===== src/rtl/nv_seq.sv =====
module nv_seq #(
  parameter int DW         = 8,
  parameter int NWIP       = 2,
  parameter int AW         = 3,
  parameter int PRESET     = 128,
  parameter int SETTLE_CYC = 750000,
  parameter int WRITE_CYC  = 5000000,
  localparam int SW = (NWIP > 1) ? $clog2(NWIP) : 1
) (
  input  logic                 clk,
  input  logic                 rst_n,
  input  logic                 stop_det,
  input  logic                 cmt_req,
  input  logic [AW-1:0]        cmt_addr,
  input  logic [DW-1:0]        cmt_data,
  input  logic                 wpr_we,
  input  logic [SW-1:0]        wpr_sel,
  input  logic [DW-1:0]        wpr_data,
  input  logic [NWIP*DW-1:0]   stored_val,
  output logic [NWIP*DW-1:0]   wiper,
  output logic                 ready,
  output logic                 busy,
  output logic                 prog_en,
  output logic [AW-1:0]        prog_addr,
  output logic [DW-1:0]        prog_data,
  output logic                 prog_done
);

  localparam int MAXC = (SETTLE_CYC > WRITE_CYC) ? SETTLE_CYC : WRITE_CYC;
  localparam int CW   = $clog2(MAXC + 1);
  localparam logic [CW-1:0] SETTLE_LAST = CW'(SETTLE_CYC - 1);
  localparam logic [CW-1:0] WRITE_LAST  = CW'(WRITE_CYC - 1);

  typedef enum logic [1:0] {ST_PRE, ST_LOAD, ST_IDLE, ST_PROG} st_t;

  st_t           st;
  logic [CW-1:0] cnt;

  wire idle      = (st == ST_IDLE);
  wire start_cmt = idle && stop_det && cmt_req;
  wire cnt_last  = (st == ST_PRE) ? (cnt == SETTLE_LAST) : (cnt == WRITE_LAST);

  assign busy      = !idle;
  assign prog_en   = (st == ST_PROG);
  assign prog_done = prog_en && cnt_last;

  always_ff @(posedge clk or negedge rst_n) begin
    if (!rst_n) begin
      st    <= ST_PRE;
      cnt   <= '0;
      ready <= 1'b0;
    end else begin
      case (st)
        ST_PRE: begin
          if (cnt_last) begin
            st  <= ST_LOAD;
            cnt <= '0;
          end else begin
            cnt <= cnt + 1'b1;
          end
        end
        ST_LOAD: begin
          st    <= ST_IDLE;
          ready <= 1'b1;
        end
        ST_IDLE: begin
          if (start_cmt) begin
            st  <= ST_PROG;
            cnt <= '0;
          end
        end
        default: begin
          if (cnt_last) begin
            st  <= ST_IDLE;
            cnt <= '0;
          end else begin
            cnt <= cnt + 1'b1;
          end
        end
      endcase
    end
  end

  always_ff @(posedge clk or negedge rst_n) begin
    if (!rst_n) begin
      prog_addr <= '0;
      prog_data <= '0;
    end else if (start_cmt) begin
      prog_addr <= cmt_addr;
      prog_data <= cmt_data;
    end
  end

  for (genvar k = 0; k < NWIP; k++) begin : g_wip
    logic [DW-1:0] pos_q;
    always_ff @(posedge clk or negedge rst_n) begin
      if (!rst_n)
        pos_q <= DW'(PRESET);
      else if (st == ST_LOAD)
        pos_q <= stored_val[k*DW +: DW];
      else if (idle && wpr_we && wpr_sel == SW'(k))
        pos_q <= wpr_data;
    end
    assign wiper[k*DW +: DW] = pos_q;
  end

endmodule


===== config.mk =====
export PLATFORM = sky130hd
export DESIGN_NAME = nv_seq
export DESIGN_NICKNAME = d
export VERILOG_FILES = /design/src/rtl/nv_seq.sv
export SDC_FILE = /design/constraint.sdc
export NUM_CORES = 1
export LEC_CHECK = 0
export BUFFER_PORTS_ARGS = -buffer_cell sky130_fd_sc_hd__buf_2
export CAP_MARGIN = 20
export CORE_MARGIN = 2
export CORE_UTILIZATION = 35
export DETAILED_ROUTE_END_ITERATION = 10
export HOLD_SLACK_MARGIN = 0.05
export PLACE_DENSITY_LB_ADDON = 0.2
export SLEW_MARGIN = 20
export SYNTH_ARGS = -nofsm -noshare
export SYNTH_HDL_FRONTEND = slang
export SYNTH_SLANG_ARGS = --single-unit

===== constraint.sdc =====
create_clock -name clk -period 2.6 [get_ports clk]
set_clock_uncertainty 0.1 [all_clocks]
set_input_delay 0.52 -clock clk [delete_from_list [all_inputs] [get_ports clk]]
set_output_delay 0.52 -clock clk [all_outputs]
set_load 0.03 [all_outputs]

==> run summary <==
GLOBAL ROUTING
-------------------------------------------------------------------------------------------
Sum of overflow across all layers after global routing .......................            0
Total GRT Usage ..............................................................        0.148
Number of global-route vias before repair ....................................         1992
Maximum number of pins on one net before global-route repair .................           54
Global-route wire length before repair .......................................      9880 um
Initial antenna violation count ..............................................            0

SYNTH
-------------------------------------------------------------------------------------------
Leading cell types by total area after synthesis ............................. sky130_fd_sc_hd__dfrtp_1 (49%), sky130_fd_sc_hd__xnor2_1 (5.4%), sky130_fd_sc_hd__nor2_1 (4.9%)
Cell taking the most area after synthesis .................................... sky130_fd_sc_hd__dfrtp_1
Part of the Yosys area used for sequential elements ..........................        0.510
Seq cells post-synth .........................................................           53
Most frequently used flop master after synthesis ............................. sky130_fd_sc_hd__dfrtp_1
Cell with the most instances after synthesis ................................. sky130_fd_sc_hd__dfrtp_1
Net count after synthesis ....................................................          308
Most frequent cells after synthesis .......................................... sky130_fd_sc_hd__dfrtp_1 (51), sky130_fd_sc_hd__nor2_1 (34), sky130_fd_sc_hd__nand2_1 (26)
Warnings, synthesis ..........................................................            0
Share of synthesized flip-flops with an asynchronous set or reset ............         1.00
Count of flip-flops with a built-in enable after synthesis ...................            0
Avg Synthesized Cell Area ....................................................     9.80 um2
Synth Instances ..............................................................          266
Number of different library cells in the post-synthesis netlist ..............           42
Area share of the leading cell type in the synthesized netlist ...............        0.490
Cell area after technology mapping ...........................................     2610 um2

LAYOUT
-------------------------------------------------------------------------------------------
Signed area change from the synthesized netlist to the final layout ..........        23.5%
Ratio of cells with drive above 1 in the final layout ........................        0.331
Total area of multi-input combinational cells ................................     1210 um2
Antenna Cells ................................................................            0
Number of inserted filler cells in the final layout ..........................          728
Final #Nets ..................................................................          385
Area of all sequential standard cells ........................................     1330 um2

CLOCK TREE
-------------------------------------------------------------------------------------------
TritonCTS clock tree .........................................................        built
Clock latency on the worst-skew pair .........................................      0.31 ns
Register clock-pin slew on the reported worst setup and hold paths ...........      0.10 ns
Cell chosen for the clock root ............................................... sky130_fd_sc_hd__clkbuf_8
Number of clock buffers inserted by TritonCTS ................................            5
Buffer levels on the longest clock path ......................................            2
Clock H-tree levels ..........................................................            2
Number of sinks driven by the clock tree .....................................           53
Hold-fix buffers, CTS ........................................................            0

PLACEMENT
-------------------------------------------------------------------------------------------
Port Buffer Count ............................................................           71
Routability congestion estimate from global placement ........................        0.838
Detail Placement HPWL ........................................................      4430 um

FLOORPLAN
-------------------------------------------------------------------------------------------
Core Region ..................................................................     7210 um2
Die W ........................................................................      90.3 um
Number of I/O pins ...........................................................           72
Die boundary height ..........................................................      90.3 um
Overall die area .............................................................     8150 um2
Initial core utilization .....................................................        0.361
Row count ....................................................................           31

STA
-------------------------------------------------------------------------------------------
Fin. Hold Viols ..............................................................            0
Setup repair after global routing missed its margin ..........................           no
Setup Total Neg Slack ........................................................         0 ns
Upper clock frequency limit ..................................................      400 MHz
Min Clock Period, post-route .................................................      2.50 ns
Transition time of the tightest slew-check pin ...............................     0.664 ns
Max Transition Viols Final ...................................................            0
Remaining max-slew budget at the tightest pin ................................        0.557
Period utilization ...........................................................        0.963
Final setup viols ............................................................            0

SETUP PATH
-------------------------------------------------------------------------------------------
Critical path cell sequence .................................................. or4b_4 -> o41ai_2 -> and3_1 -> buf_6
Standard cell with the maximum stage delay on the critical path .............. sky130_fd_sc_hd__or4b_4
Beginning of the worst register-to-register path ............................. cnt[18]$_DFFE_PN0P_
Data arrival time of the worst path ..........................................      1.88 ns
Worst stage delay on the critical path .......................................      0.54 ns
Crit path capture type .......................................................  output port
Number of cells traversed by the worst register-to-register path .............            8
Destination of the worst register-to-register timing path .................... cnt[20]$_DFFE_PN0P_
Worst Path Max Fanout ........................................................            2
Start-to-end type of the worst setup path .................................... flip-flop to output port
Sort of element at the start of the critical path ............................    flip-flop
Register-to-register path setup slack ........................................      0.29 ns
CP required ..................................................................      1.98 ns

STATUS
-------------------------------------------------------------------------------------------
Result of the run ............................................................ finished, final reports clean

POWER AND IR DROP
-------------------------------------------------------------------------------------------
PnR Total Power ..............................................................      2.61 mW
P_leak .......................................................................      1.44 nW
Worst IR Drop VDD ............................................................     0.410 mV
Pwr/cell area ................................................................   811 nW/um2

JOB
-------------------------------------------------------------------------------------------
Maximum capacitance violations ...............................................            0

DETAILED ROUTING
-------------------------------------------------------------------------------------------
Total wire length after detailed routing .....................................      5960 um
Wire length per cell after detailed routing ..................................      13.5 um
Number of design-rule violations left by the first detailed-router iteration .           98
Drt pass-1 iters .............................................................            4
Number of nets still failing antenna checks after routing ....................            0
Vias per inst ................................................................         4.80
Count of unresolved DRC violations after routing .............................            0
DR vias ......................................................................         2127

WORST HOLD PATH
-------------------------------------------------------------------------------------------
Worst min-delay path category ................................................ input port to async pin

==> cell usage in the layout (no fill, tap or decap), types with 3 or more instances in the layout <==
cell / netlist / layout
sky130_fd_sc_hd__a21oi_1: 24 / 24
sky130_fd_sc_hd__and2_1: 10 / 10
sky130_fd_sc_hd__and3_1: 4 / 4
sky130_fd_sc_hd__and4_1: 3 / 3
sky130_fd_sc_hd__buf_2: 2 / 70
sky130_fd_sc_hd__buf_4: 0 / 12
sky130_fd_sc_hd__clkbuf_8: 0 / 5
sky130_fd_sc_hd__dfrtp_1: 51 / 48
sky130_fd_sc_hd__dfrtp_2: 0 / 3
sky130_fd_sc_hd__inv_1: 4 / 4
sky130_fd_sc_hd__mux2_2: 11 / 11
sky130_fd_sc_hd__nand2_1: 26 / 26
sky130_fd_sc_hd__nand3_1: 6 / 6
sky130_fd_sc_hd__nand4_1: 4 / 4
sky130_fd_sc_hd__nor2_1: 34 / 34
sky130_fd_sc_hd__nor3_1: 6 / 6
sky130_fd_sc_hd__nor4_1: 7 / 7
sky130_fd_sc_hd__o21ai_0: 11 / 11
sky130_fd_sc_hd__xnor2_1: 16 / 16
sky130_fd_sc_hd__xor2_1: 4 / 4
==> how the worst max path moves through the flow <==
stage / from / depth (start not counted) / endpoint
4_1_cts: cnt[18]$_DFFE_PN0P_ / 4 / prog_done
6_report: cnt[18]$_DFFE_PN0P_ / 4 / prog_done
3_3_place_gp: cnt[13]$_DFFE_PN0P_ / 4 / prog_done
2_1_floorplan: cnt[18]$_DFFE_PN0P_ / 4 / prog_done
5_1_grt: cnt[18]$_DFFE_PN0P_ / 4 / prog_done
3_5_place_dp: cnt[13]$_DFFE_PN0P_ / 4 / prog_done
==> stage by stage <==
step | hold WS (ns) | instances | utilization | setup WS, ns | cell area [um2]
3_5_place_dp | 0.358 | 433 | 0.429 | 0.251 | 3090
2_1_floorplan | 0.124 | 266 | - | 0.209 | 2610
3_3_place_gp | 0.347 | 433 | 0.429 | 0.249 | 3090
4_1_cts | 0.249 | 442 | 0.444 | 0.0420 | 3200
5_1_grt | 0.274 | 443 | 0.446 | 0.00652 | 3220
6_report | 0.216 | 443 | 0.446 | 0.0972 | 3220
==> power breakdown <==
part,total [mW],leakage [nW],switching [mW],internal (mW)
Combinational,0.972,0.742,0.650,0.322
Clock,0.472,0.0456,0.279,0.193
Sequential,1.17,0.651,0.118,1.05
==> logic make-up (layout without fill, tap and decap cells) <==
group,Yosys count,after routing,share of synthesized area
XOR/XNOR,20,20,0.0672
adder cells (fa/ha/maj),1,1,0.00480
AO/OA/AOI/OAI,46,46,0.105
AND/OR/NAND/NOR,117,117,0.233
buffers and inverters,18,96,0.0326
flip-flops,53,53,0.510
multiplexers,11,11,0.0475
==> critical path, delay by kind of cell, from the launching register on <==
family	cells	cell delay, ns
AO/OA/AOI/OAI	1	0.28
AND/OR/NAND/NOR	2	0.77
flip-flops	1	0.39
buffers and inverters	1	0.14
==> sequential cells by signal, indices dropped and copies added, names as in the netlist <==
signal and flops:
prog_data 8, cnt 23, st 2, ready 1, g_wip.pos_q 16, prog_addr 3
==> routing by layer <==
metal	track usage	vias to the layer above	part of all wire
met1	0.218	995	0.49
met4	0.0410	0	0.012
met5	0	-	0
li1	-	1079	-
met3	0.0309	5	0.040
met2	0.223	48	0.46
==> cell type report <==
cell class,count,area share
Multi-Input combinational cell,195,0.375
Clock inverter,2,0.00428
Timing Repair Buffer,83,0.140
Sequential cell,53,0.414
Tap cell,99,0.0385
Clock buffer,6,0.0225
Inverter,5,0.00583
==> what timing repair did <==
action | 4_1_cts | 5_1_grt
buffers inserted | 1 | 1
pin swaps | 2 | 2
endpoints found under the setup margin | 1 | 1
gates resized for setup | 4 | 3
Note: power is estimated with default switching activity, not from simulation.
